File: config.mk
export PLATFORM = sky130hd
export DESIGN_NAME = mdio_mgmt_master
export DESIGN_NICKNAME = d
export VERILOG_FILES = /design/src/rtl/mdio_pkg.sv /design/src/rtl/mdc_gen.sv /design/src/rtl/mdio_shift.sv /design/src/rtl/mdio_regs.sv /design/src/rtl/mdio_mgmt_master.sv
export SDC_FILE = /design/constraint.sdc
export NUM_CORES = 1
export LEC_CHECK = 0
export BUFFER_PORTS_ARGS = -buffer_cell sky130_fd_sc_hd__buf_4
export CAP_MARGIN = 20
export CELL_PAD_IN_SITES_DETAIL_PLACEMENT = 0
export CELL_PAD_IN_SITES_GLOBAL_PLACEMENT = 1
export CORE_ASPECT_RATIO = 1.4
export CORE_MARGIN = 2
export CORE_UTILIZATION = 40
export CTS_BUF_LIST = sky130_fd_sc_hd__clkbuf_16
export DETAILED_ROUTE_END_ITERATION = 12
export PLACE_DENSITY = 0.71
export SLEW_MARGIN = 10
export SYNTH_ARGS = -nofsm -noshare
export SYNTH_HDL_FRONTEND = slang
export SYNTH_SLANG_ARGS = --single-unit
File: constraint.sdc
create_clock -name clk -period 2.9 [get_ports clk]
set_input_delay 0.435 -clock clk [delete_from_list [all_inputs] [get_ports clk]]
set_output_delay 0.435 -clock clk [all_outputs]
set_load 0.01 [all_outputs]
File: src/rtl/mdio_pkg.sv
package mdio_pkg;

    localparam int FRAME_W    = 32;
    localparam int PRE_BITS   = 32;
    localparam int TOT_BITS   = PRE_BITS + FRAME_W;
    localparam int IDX_W      = $clog2(TOT_BITS);
    localparam int POS_W      = $clog2(FRAME_W);
    localparam int REL_IDX    = PRE_BITS + 14;
    localparam int SAMPLE_IDX = PRE_BITS + 16;
    localparam int RDATA_W    = 16;

    localparam logic [1:0] ADDR_SPEED = 2'd0;
    localparam logic [1:0] ADDR_DATA  = 2'd1;
    localparam logic [1:0] ADDR_EVENT = 2'd2;
    localparam logic [1:0] ADDR_MASK  = 2'd3;

    localparam int SPEED_DIV_LSB  = 1;
    localparam int SPEED_HOLD_LSB = 8;
    localparam int EVT_DONE_BIT   = 0;
    localparam int EVT_BUSY_BIT   = 1;

    localparam logic [1:0] OP_RD = 2'b10;
    localparam logic [1:0] OP_WR = 2'b01;

    typedef struct packed {
        logic [1:0]  st;
        logic [1:0]  op;
        logic [4:0]  phy;
        logic [4:0]  regad;
        logic [1:0]  ta;
        logic [15:0] data;
    } frame_t;

    function automatic logic line_bit(frame_t f, logic [IDX_W-1:0] idx);
        logic [FRAME_W-1:0] w;
        logic [IDX_W-1:0]   pos;
        w   = f;
        pos = IDX_W'(TOT_BITS - 1) - idx;
        if (idx < IDX_W'(PRE_BITS)) return 1'b1;
        return w[pos[POS_W-1:0]];
    endfunction

    function automatic logic master_owns(frame_t f, logic [IDX_W-1:0] idx);
        return !(f.op == OP_RD && idx >= IDX_W'(REL_IDX));
    endfunction

endpackage

File: src/rtl/mdc_gen.sv
module mdc_gen #(
    parameter int DIV_W = 6
) (
    input  logic             clk,
    input  logic             rst,
    input  logic             run,
    input  logic [DIV_W-1:0] div,
    output logic             mdc,
    output logic             rise,
    output logic             fall
);
    logic [DIV_W-1:0] cnt;
    logic             tick;

    assign tick = run && (cnt == div);
    assign rise = tick && !mdc;
    assign fall = tick && mdc;

    always_ff @(posedge clk) begin
        if (rst || !run) begin
            cnt <= '0;
            mdc <= 1'b0;
        end else if (tick) begin
            cnt <= '0;
            mdc <= ~mdc;
        end else begin
            cnt <= cnt + 1'b1;
        end
    end
endmodule

File: src/rtl/mdio_shift.sv
module mdio_shift
    import mdio_pkg::*;
#(
    parameter int HOLD_W = 3
) (
    input  logic                clk,
    input  logic                rst,
    input  logic                start,
    input  frame_t              start_frame,
    input  logic [HOLD_W-1:0]   hold,
    input  logic                rise,
    input  logic                fall,
    input  logic                mdio_i,
    output logic                busy,
    output logic                done,
    output logic                done_rd,
    output logic [RDATA_W-1:0]  rd_data,
    output logic                mdio_o,
    output logic                mdio_oe
);
    frame_t              frame_q;
    logic [IDX_W-1:0]    idx;
    logic [HOLD_W-1:0]   hcnt;
    logic                pend;
    logic                is_rd;
    logic [IDX_W-1:0]    nidx;

    assign is_rd = (frame_q.op == OP_RD);
    assign nidx  = idx + 1'b1;

    always_ff @(posedge clk) begin
        if (rst) begin
            busy    <= 1'b0;
            done    <= 1'b0;
            done_rd <= 1'b0;
            rd_data <= '0;
            frame_q <= '0;
            idx     <= '0;
            hcnt    <= '0;
            pend    <= 1'b0;
            mdio_o  <= 1'b1;
            mdio_oe <= 1'b0;
        end else begin
            done <= 1'b0;
            if (!busy) begin
                if (start) begin
                    busy    <= 1'b1;
                    frame_q <= start_frame;
                    idx     <= '0;
                    pend    <= 1'b0;
                    mdio_o  <= 1'b1;
                    mdio_oe <= 1'b1;
                end else if (pend) begin
                    if (hcnt <= HOLD_W'(1)) begin
                        mdio_oe <= 1'b0;
                        pend    <= 1'b0;
                    end else begin
                        hcnt <= hcnt - 1'b1;
                    end
                end
            end else if (rise) begin
                if (is_rd && idx >= IDX_W'(SAMPLE_IDX))
                    rd_data <= {rd_data[RDATA_W-2:0], mdio_i};
                if (idx == IDX_W'(TOT_BITS - 1)) begin
                    busy    <= 1'b0;
                    done    <= 1'b1;
                    done_rd <= is_rd;
                    if (hold == '0) begin
                        mdio_oe <= 1'b0;
                    end else begin
                        pend <= 1'b1;
                        hcnt <= hold;
                    end
                end
            end else if (fall) begin
                idx <= nidx;
                if (hold == '0) begin
                    mdio_o  <= line_bit(frame_q, nidx);
                    mdio_oe <= master_owns(frame_q, nidx);
                end else begin
                    pend <= 1'b1;
                    hcnt <= hold;
                end
            end else if (pend) begin
                if (hcnt <= HOLD_W'(1)) begin
                    mdio_o  <= line_bit(frame_q, idx);
                    mdio_oe <= master_owns(frame_q, idx);
                    pend    <= 1'b0;
                end else begin
                    hcnt <= hcnt - 1'b1;
                end
            end
        end
    end
endmodule

File: src/rtl/mdio_regs.sv
module mdio_regs
    import mdio_pkg::*;
#(
    parameter int DIV_W  = 6,
    parameter int HOLD_W = 3
) (
    input  logic                clk,
    input  logic                rst,
    input  logic                reg_wr,
    input  logic [1:0]          reg_addr,
    input  logic [31:0]         reg_wdata,
    output logic [31:0]         reg_rdata,
    input  logic                busy,
    input  logic                done,
    input  logic                done_rd,
    input  logic [RDATA_W-1:0]  rd_data,
    output logic [DIV_W-1:0]    div,
    output logic [HOLD_W-1:0]   hold,
    output logic                start,
    output frame_t              start_frame,
    output logic                evt,
    output logic [31:0]         data_q,
    output logic                irq
);
    logic             mask;
    logic             wr_speed, wr_data, clr_evt;
    logic [DIV_W-1:0] new_div;
    logic             go_data, go_speed;

    assign wr_speed = reg_wr && reg_addr == ADDR_SPEED;
    assign wr_data  = reg_wr && reg_addr == ADDR_DATA;
    assign clr_evt  = reg_wr && reg_addr == ADDR_EVENT && reg_wdata[EVT_DONE_BIT];
    assign new_div  = reg_wdata[SPEED_DIV_LSB +: DIV_W];

    assign go_data  = wr_data && !busy && div != '0;
    assign go_speed = wr_speed && !busy && div == '0 && new_div != '0 && data_q != '0;
    assign start       = go_data || go_speed;
    assign start_frame = go_data ? frame_t'(reg_wdata) : frame_t'(data_q);
    assign irq = evt && mask;

    always_ff @(posedge clk) begin
        if (rst) begin
            div    <= '0;
            hold   <= '0;
            data_q <= '0;
            evt    <= 1'b0;
            mask   <= 1'b0;
        end else begin
            if (wr_speed) begin
                div  <= new_div;
                hold <= reg_wdata[SPEED_HOLD_LSB +: HOLD_W];
            end
            if (done && done_rd)
                data_q[RDATA_W-1:0] <= rd_data;
            if (wr_data && !busy)
                data_q <= reg_wdata;
            if (done)
                evt <= 1'b1;
            else if (clr_evt)
                evt <= 1'b0;
            if (reg_wr && reg_addr == ADDR_MASK)
                mask <= reg_wdata[0];
        end
    end

    always_comb begin
        reg_rdata = '0;
        case (reg_addr)
            ADDR_SPEED: begin
                reg_rdata[SPEED_DIV_LSB +: DIV_W]   = div;
                reg_rdata[SPEED_HOLD_LSB +: HOLD_W] = hold;
            end
            ADDR_DATA:  reg_rdata = data_q;
            ADDR_EVENT: begin
                reg_rdata[EVT_DONE_BIT] = evt;
                reg_rdata[EVT_BUSY_BIT] = busy;
            end
            default:    reg_rdata[0] = mask;
        endcase
    end
endmodule

File: src/rtl/mdio_mgmt_master.sv
module mdio_mgmt_master
    import mdio_pkg::*;
#(
    parameter int DIV_W  = 6,
    parameter int HOLD_W = 3
) (
    input  logic        clk,
    input  logic        rst,
    input  logic        reg_wr,
    input  logic [1:0]  reg_addr,
    input  logic [31:0] reg_wdata,
    output logic [31:0] reg_rdata,
    output logic        mdc,
    output logic        mdio_o,
    output logic        mdio_oe,
    input  logic        mdio_i,
    output logic        irq
);
    logic [DIV_W-1:0]   div_w;
    logic [HOLD_W-1:0]  hold_w;
    logic               start_w, busy_w, done_w, done_rd_w, evt_w;
    logic               rise_w, fall_w;
    frame_t             frame_w;
    logic [RDATA_W-1:0] rd_w;
    logic [31:0]        data_w;

    mdio_regs #(.DIV_W(DIV_W), .HOLD_W(HOLD_W)) u_regs (
        .clk(clk), .rst(rst),
        .reg_wr(reg_wr), .reg_addr(reg_addr), .reg_wdata(reg_wdata), .reg_rdata(reg_rdata),
        .busy(busy_w), .done(done_w), .done_rd(done_rd_w), .rd_data(rd_w),
        .div(div_w), .hold(hold_w), .start(start_w), .start_frame(frame_w),
        .evt(evt_w), .data_q(data_w), .irq(irq)
    );

    mdc_gen #(.DIV_W(DIV_W)) u_clk (
        .clk(clk), .rst(rst), .run(busy_w), .div(div_w),
        .mdc(mdc), .rise(rise_w), .fall(fall_w)
    );

    mdio_shift #(.HOLD_W(HOLD_W)) u_shift (
        .clk(clk), .rst(rst), .start(start_w), .start_frame(frame_w), .hold(hold_w),
        .rise(rise_w), .fall(fall_w), .mdio_i(mdio_i),
        .busy(busy_w), .done(done_w), .done_rd(done_rd_w), .rd_data(rd_w),
        .mdio_o(mdio_o), .mdio_oe(mdio_oe)
    );
endmodule

Word level (Yosys, flattened, before mapping):

Index checks and enable logic that the tools add are counted.

* flip-flop bits (word level): 113
* input bits: 38
* output and inout port bits: 36
* word-level logic and storage cells: 175

* add/sub/neg operators: 5
* $lt $le $gt $ge: 8
* equal/unequal tests: 16
* mux-type cells: 75
* bitwise operators: 3
* reductions and logical operators: 45

Operators with widths (number)
* $mux 1: 53
* $mux 16: 2
* $mux 32: 1
* $reduce_bool 32->1: 1
* $mux 3: 8
* $mux 6: 4
* $mux 21: 1
* $logic_and 1x1->1: 19
* $ge 6x6->1 const B: 3
* $ne 3x3->1 const B: 5
* $add 6x1->6 const B: 2
* $lt 5x6->1 const B: 2
* $lt 6x6->1 const B: 2
* $reduce_bool 6->1: 2
* $bmux 1 s5: 2
* $pmux 5 s2: 1
* $sub 5x5->5 const A: 2
* $reduce_and 3->1: 3
* $ne 4x4->1 const B: 2
* $reduce_and 7->1: 1
* $eq 2x2->1 const B: 3
* $eq 6x6->1: 1
* $eq 6x6->1 const B: 1
* $logic_not 6->1: 1
* other kinds (18): 30

Logic depth before layout (Yosys ltp):

Gate-level depths: netlist of the first run.

* word-level depth: 14
* gate-level depth with buffers: 9
* gate-level depth less buffers: 8

Cells and area by module:

A second synthesis of the first run with hierarchy kept.

* cell total of the unflattened synthesis: 701
* area, all modules: 6032.0 µm²

Modules (own cells, without submodules)
* mdio_shift: instances 1, cells each 357, area an instance 3148.0 µm²
* mdio_regs: instances 1, cells each 306, area an instance 2528.7 µm²
* mdc_gen: instances 1, cells each 38, area an instance 355.3 µm²

Least setup slack after synthesis of the first run:

OpenSTA, ideal clock, no wires.

* path type: register -> register
* from: register u_shift.idx[0]
* to: register u_shift.mdio_o
* data arrival time: 2.145 ns
* slack: 0.625 ns
* cell stages (with the launch flop): 8
* buffers on the path: 1
* cells stage by stage: dfxtp_1 -> ha_1 -> clkbuf_1 -> mux4_2 -> mux2i_1 -> nor3_1 -> o41ai_1 -> mux2i_1

* cells in the longest elaborated chain, start to end: 14

Ends and longest elaborated chain
* from (decl): RTL line mdio_shift.sv:22 `logic [IDX_W-1:0] idx;`
* from (signal assigned): RTL line mdio_shift.sv:76 `idx <= nidx;`
* parallel branches: the longest is 11 deep, another holds $add 6x1->6
* $mux 1 *: RTL line mdio_shift.sv:75 `end else if (fall) begin`
* $mux 1 *: RTL line mdio_shift.sv:61 `end else if (rise) begin`
* $mux 1 *: RTL line mdio_shift.sv:45 `if (!busy) begin`
* to (signal assigned): RTL line mdio_shift.sv:78 `mdio_o <= line_bit(frame_q, nidx);`
* to (signal assigned): RTL line mdio_shift.sv:86 `mdio_o <= line_bit(frame_q, idx);`
* to (decl): RTL line mdio_shift.sv:18 `output logic mdio_o,`

Every way passes the cells marked *. The select of a mux whose other input is x is not followed.
A chain may end at the register's enable or synchronous reset.

Worst setup path after layout of the first run:

* from: register u_regs.div[4]
* to: register u_shift.rd_data[0]

* cells in the longest elaborated chain, start to end: 4

Ends and longest elaborated chain
* from (decl): RTL line mdio_regs.sv:17 `output logic [DIV_W-1:0] div,`
* from (signal assigned): RTL line mdio_regs.sv:50 `div <= new_div;`
* $eq 6x6->1: RTL line mdc_gen.sv:15 `assign tick = run && (cnt == div);`
* $logic_and 1x1->1: RTL line mdc_gen.sv:15
* $logic_and 1x1->1: RTL line mdc_gen.sv:16 `assign rise = tick && !mdc;`
* $reduce_and 3->1 (no source line)
* to (signal assigned): RTL line mdio_shift.sv:63 `rd_data <= {rd_data[RDATA_W-2:0], mdio_i};`
* to (decl): RTL line mdio_shift.sv:17 `output logic [RDATA_W-1:0] rd_data,`

No other way between the ends.

==> metrics.md, run 1 <==
| Metric | Value |
|---|---|
| Yosys top cell by area | `dfxtp_1` |
| Starting Density | `0.4059` |
| CTS Buf Count | `17` |
| Seq/Total Area, Yosys | `0.3752` |
| Final period util | `0.8060` |
| Worst VDD drop | `between 0.3 and 0.4 mV` |
| Worst Setup Path Type | `reg -> reg` |
| Initial drt markers | `between 300 and 400` |
| Worst setup SP type | `flip-flop` |
| Power Density | `587.9 mW/mm²` |
| Root buffer selected by CTS | `clkbuf_16` |
| Post-synth top area share | `0.3752` |
| Worst-path clk slew | `0.05 ns` |
| CTS hold repair buffers | `0` |
| Netlist cell types | `between 50 and 60` |
| Cell Area, Synth | `between 0.006 and 0.007 mm²` |
| Die ar. | `approximately 0.016 mm²` |
| Net Count, Synth | `~750` |
| Largest net degree at the start of global routing | `between 60 and 70` |
| Layout cells sized above 1 | `0.1880` |
| DP Worst Slack | `approximately 0.54 ns` |
| Mean cell area of the mapped netlist | `8.553 µm²` |
| Initial antenna violation count | `0` |
| Pin slew with the least headroom to its limit | `0.7129 ns` |
| Post-synth top flop | `dfxtp_1` |
| RSZ-0062 raised after global routing | `false` |
| Cell leakage power | `2.593 nW` |
| Dpl cells | `between 900 and 1000` |
| Crit path DAT | `2.60 ns` |
| Final Hold Slack | `just under 0.3 ns` |
| Core area | `around 0.015 mm²` |
| Row count | `53` |
| EDFF count, synth | `0` |
| Vias in the first global route | `just over 5000` |
| Final hold violations | `0` |
| # diodes | `0` |
| H-Tree Depth | `4` |
| Post-CTS Resized | `0` |
| Fin Setup TNS | `0 ns` |
| Final Critical Period | `around 2.3 ns` |
| Cells on Worst Hold Path | `3` |
| Post-route worst setup slack | `0.5626 ns` |
| DIE WIDTH | `roughly 110 µm` |
| Layout fillers | `1450` |
| IO Pins | `74` |
| Fmax achieved | `roughly 430 MHz` |
| Hold crit path type | `in -> reg` |
| Clk buf depth | `2` |
| Post-Synthesis Cells | `~710` |
| ANT nets after route | `0` |
| Post-Route WL | `16.65 mm` |
| IO buf count | `73` |
| FF+latch area | `around 0.0023 mm²` |
| Req. time, crit path | `~3.2 ns` |
| Total congestion overflow | `0` |
| Non-Filler Instances | `958` |
| Synth-to-Final Area Change | `21.04%` |
| Nets | `around 800` |
| GR Util All Layers | `0.2137` |
| Syn. warnings | `0` |
| Final setup fails | `0` |
| Number of remaining DRC errors | `0` |
| Vias/cell | `about 5.5` |
| Routed via count | `between 5000 and 6000` |
| Final cell utilization of the core | `0.4913` |
| Multi-input logic area | `~0.0035 mm²` |
| Cells on worst reg2reg path | `6` |
| First-pass GRT wire length | `~27 mm` |
| Final Max Slew Viols | `0` |
| Postcts setup bufs | `0` |
| Clk sink count | `between 100 and 150` |
| Outcome | `finished, final reports clean` |
| Worst rel slew slack | `0.5241` |
| Commonest non-fill, non-tap cells in the layout | `dfxtp_1, nand2_1, nor2_1, buf_4, mux2i_1` |
| Maxcap violations | `0` |
| DIE HEIGHT | `149.3 µm` |
| Number of synthesized register bits | `113` |
| TritonCTS clock tree | `yes` |
| CP max FO | `16` |
| Fraction of registers with async set/reset | `0` |
| DP HPWL | `approximately 12 mm` |
| Most common cell after layout, fill and taps aside | `dfxtp_1` |
| Crit. End Element | `flip-flop` |
| DRT Pass-1 Iters | `5` |
| Worst Skew | `roughly 0.013 ns` |
| Dominant cells by area after synthesis | `dfxtp_1, mux2i_1, nand2_1` |
| Avg WL per Cell | `17.38 µm` |
| Routability congestion estimate | `~0.9` |
| Clk_lat worst skew | `around 0.40 ns` |
-- sequential cells by signal (all words and copies together) (netlist names), 3 cells and up --
name / cells
u_regs.data_q: 32
u_shift.frame_q: 32
u_shift.rd_data: 16
u_clk.cnt: 6
u_regs.div: 6
u_shift.idx: 6
u_regs.hold: 3
u_shift.hcnt: 3
-- metrics by stage --
stage | cell area [µm²] | total power, mW
6_report | 7298 | 4.291
5_1_grt | 7298 | 4.471
4_1_cts | 7298 | 4.328
3_5_place_dp | 6701 | 2.196
3_3_place_gp | 6701 | 2.187
2_1_floorplan | 6030 | 2.021
-- routing by layer --
| metal | global-route usage | wire [µm] | part of all wire |
|---|---|---|---|
| met1 | 0.2674 | 7171 | 0.43 |
| met2 | 0.3704 | 8627 | 0.52 |
| met3 | 0.03888 | 623 | 0.037 |
| met4 | 0.06667 | 223 | 0.013 |
| met5 | 0 | 0 | 0 |
-- worst max-delay path, cell delays in order (launching register included) --
cell and delay, ns:
dfxtp_1 0.34, xor2_1 0.19, nor4_4 0.47, nand3_2 0.12, or4_1 0.81, nand2_1 0.19, a21oi_1 0.07
-- kinds of logic (layout without fill, tap and decap cells) --
| group | Yosys count | count (layout) | share of synthesized area |
|---|---|---|---|
| buffers and inverters | 60 | 121 | 0.04690 |
| DFF | 113 | 113 | 0.3752 |
| AOI/OAI and AO/OA | 129 | 129 | 0.1461 |
| muxes | 75 | 75 | 0.1542 |
| adders and majority gates | 4 | 4 | 0.008301 |
| and+or+nand+nor | 308 | 308 | 0.2461 |
| xor gates and xnor gates | 16 | 16 | 0.02324 |
-- worst paths after layout --
check,start,end,slack (ns)
setup / recovery,u_regs.div[4],u_shift.rd_data[0],0.56
hold / removal,mdio_i,u_shift.rd_data[0],0.29
setup reg to reg,u_regs.div[4],u_shift.rd_data[0],0.56
hold reg to reg,u_shift.rd_data[11],u_shift.rd_data[11],0.47
-- layout make-up --
class | count | share of cell area
Timing Repair Buffer | 88 | 0.09395
Sequential cell | 113 | 0.3100
Clock buffer | 17 | 0.05829
Tap cell | 192 | 0.03292
Multi-Input combinational cell | 532 | 0.4799
Inverter | 3 | 0.001543
Clock inverter | 13 | 0.02349
-- power by group --
part           total [mW]  leakage (nW)  switching (mW)  internal, mW
clock network        2.13         0.283           0.717          1.41
registers            1.70         0.918          0.0773          1.63
logic               0.458          1.39           0.251         0.208
-- synthesized netlist by cell type, types with 4 or more instances --
master and n:
buf_6 5, clkbuf_1 34, nor2b_1 12, nand2_1 97, buf_2 13, mux4_2 14, o21ai_0 4, nor4_1 10
a311oi_1 16, and2_1 27, mux2i_1 58, buf_1 4, xor2_1 8, nor2_1 91, ha_1 4, or4_1 4
a211oi_1 35, dfxtp_1 113, a21oi_1 45, a31oi_1 5, nand2b_1 8, o2111ai_1 4, and3_1 5, xnor2_1 8
nand3_1 34
Note: power is estimated with default switching activity, not from simulation.
==> run 2: changes to the inputs <==
Settings changed: PLACE_DENSITY 0.71 to 0.74.
Clock period 2.9 ns to 2 ns, I/O delays scaled along.
==> metrics.md, run 2 (synthesized netlist as in run 1, its figures left out) <==
| Metric | Value |
|---|---|
| Outcome | `finished, violations left` |
| Violated checks | `setup timing` |
| Worst VDD drop | `0.5250 mV` |
| Final Critical Period | `about 2.1 ns` |
| Clk sink count | `between 100 and 150` |
| CP max FO | `9` |
| IO Pins | `74` |
| Fmax achieved | `around 470 MHz` |
| Largest net degree at the start of global routing | `approximately 110` |
| Switch share | `0.2521` |
| Power Density | `between 700 and 800 mW/mm²` |
| RSZ-0062 raised after global routing | `true` |
| Die ar. | `around 0.016 mm²` |
| Worst-path clk slew | `0.06 ns` |
| Final period util | `1.062` |
| Vias/cell | `5.559` |
| H-Tree Depth | `4` |
| Hold crit path type | `in -> reg` |
| First-pass GRT wire length | `just under 30 mm` |
| Post-Route WL | `approximately 20 mm` |
| Biggest regs | `u_regs.data_q (32), u_shift.frame_q (32), u_shift.rd_data (16)` |
| Worst rel slew slack | `0.6076` |
| Pint | `between 4 and 5 mW` |
| Req. time, crit path | `~2.3 ns` |
| Number of remaining DRC errors | `0` |
| IO buf count | `73` |
| Initial drt markers | `298` |
| Initial antenna violation count | `0` |
| Clk_lat worst skew | `~0.42 ns` |
| Synth-to-Final Area Change | `47.87%` |
| Crit. End Element | `flip-flop` |
| DP Worst Slack | `-0.4235 ns` |
| DP HPWL | `12.82 mm` |
| Total congestion overflow | `0` |
| Worst Skew | `about 0.012 ns` |
| Slowest CP cell | `or4_4` |
| Crit path max-delay family | `simple AND/OR/NAND/NOR gates` |
| DIE HEIGHT | `approximately 150 µm` |
| Core area | `0.01485 mm²` |
| Crit path DAT | `between 2 and 2.5 ns` |
| Comb power frac | `0.158` |
| Pin slew with the least headroom to its limit | `between 0.5 and 0.6 ns` |
| Crit-path cells | `or4_4 -> nor3_4 -> buf_6 -> o2111ai_4 -> o21ai_4 -> buf_6 -> buf_12 -> buf_12 -> o31ai_4 -> a21oi_1` |
| Clk buf depth | `2` |
| Final Hold Slack | `approximately 0.14 ns` |
| NetSw | `around 1.7 mW` |
| Layout fillers | `roughly 1300` |
| DIE WIDTH | `between 100 and 150 µm` |
| Vias in the first global route | `between 5000 and 6000` |
| ANT nets after route | `0` |
| Starting Density | `0.4059` |
| Avg WL per Cell | `about 18 µm` |
| DRT Pass-1 Iters | `5` |
| Post-Layout Inst Area | `0.008916 mm²` |
| Cell leakage power | `3.354 nW` |
| TritonCTS clock tree | `yes` |
| Worst Setup Path Type | `reg -> reg` |
| Routed via count | `around 6000` |
| Final Max Slew Viols | `0` |
| Total power | `between 6 and 7 mW` |
| Power share of the clock group | `0.468` |
| # diodes | `0` |
| WP buf/inv | `4` |
| Layout cells sized above 1 | `0.3890` |
| Maxcap violations | `0` |
| Root buffer selected by CTS | `clkbuf_16` |
| Row count | `between 50 and 60` |
| Worst setup SP type | `flip-flop` |
| Most common cell after layout, fill and taps aside | `buf_4` |
| Final setup fails | `57` |
| Commonest non-fill, non-tap cells in the layout | `buf_4, dfxtp_1, nand2_1, nor2_1, mux2i_1` |
| Nets | `around 900` |
| Sequential power share | `0.373` |
| Placed Area | `~0.0073 mm²` |
| GR Util All Layers | `0.2363` |
| Final hold violations | `0` |
| Post-route worst setup slack | `-0.1243 ns` |
| Routability congestion estimate | `approximately 0.89` |
| Max incr delay on CP | `roughly 0.54 ns` |
| CTS Buf Count | `17` |
-- run 2: cell count changes in the layout (fill, tap and decap cells not counted), sizes merged --
cell and change:
buf +101, clkbuf +5, clkinv +1, clkinvlp -1
inv +1, nor2b +1
-- run 2: worst register-to-register path, cell delays in order (launching register included) --
cell	delay [ns]
dfxtp_2	0.32
or4_4	0.54
nor3_4	0.17
buf_6	0.16
o2111ai_4	0.12
o21ai_4	0.12
buf_6	0.16
buf_12	0.15
buf_12	0.11
o31ai_4	0.05
a21oi_1	0.15
-- run 2: routing by layer --
layer	global-route usage	routed length [µm]
met5	0	0
met4	0.1160	680
met3	0.04150	657
met2	0.4189	10390
met1	0.2705	7948
-- run 2: worst paths after layout --
| path | start | end | slack, ns | cells after the start |
|---|---|---|---|---|
| worst min register to register | u_shift.rd_data[15] | u_shift.rd_data[15] | 0.46 | 2 |
| worst min-delay path | reg_wdata[25] | u_regs.data_q[25] | 0.14 | 3 |
| worst max register to register | u_regs.div[3] | u_shift.hcnt[0] | -0.12 | 10 |
| worst max-delay path | u_regs.div[3] | u_shift.hcnt[0] | -0.12 | 10 |
-- run 2: final cells by class --
class	instances	area, µm²	area share
Sequential cell	113	2272	0.2548
Inverter	3	11.26	0.001263
Timing Repair Buffer	194	1773	0.1988
Multi-Input combinational cell	533	4020	0.4509
Clock buffer	17	425.4	0.04771
Clock inverter	14	173.9	0.01951
Tap cell	192	240.2	0.02694
-- run 2: power by group through the flow --
stage | Clock (mW) | Sequential, mW | Combinational, mW
detailed placement | 0 | 2.49 | 0.796
CTS | 3.13 | 2.45 | 0.936
global route | 3.23 | 2.47 | 1.12
finish | 3.09 | 2.47 | 1.05
global placement | 0 | 2.48 | 0.784
floorplan | 0 | 2.47 | 0.461
-- run 2: what timing repair did --
action,in CTS,in global routing
buffers inserted,14,12
hold buffers,0,0
pin swaps,32,27
endpoints found under the setup margin,61,63
gates cloned,4,6
resized for setup,59,84
-- run 2: through the flow --
stage	TNS, ns	utilization	instances
finish	-3.351	0.6002	1066
global route	-8.319	0.6002	1066
CTS	-3.960	0.5628	1050
detailed placement	-6.785	0.4925	1002
global placement	-5.484	0.4925	1002
floorplan	-0.3091	-	705
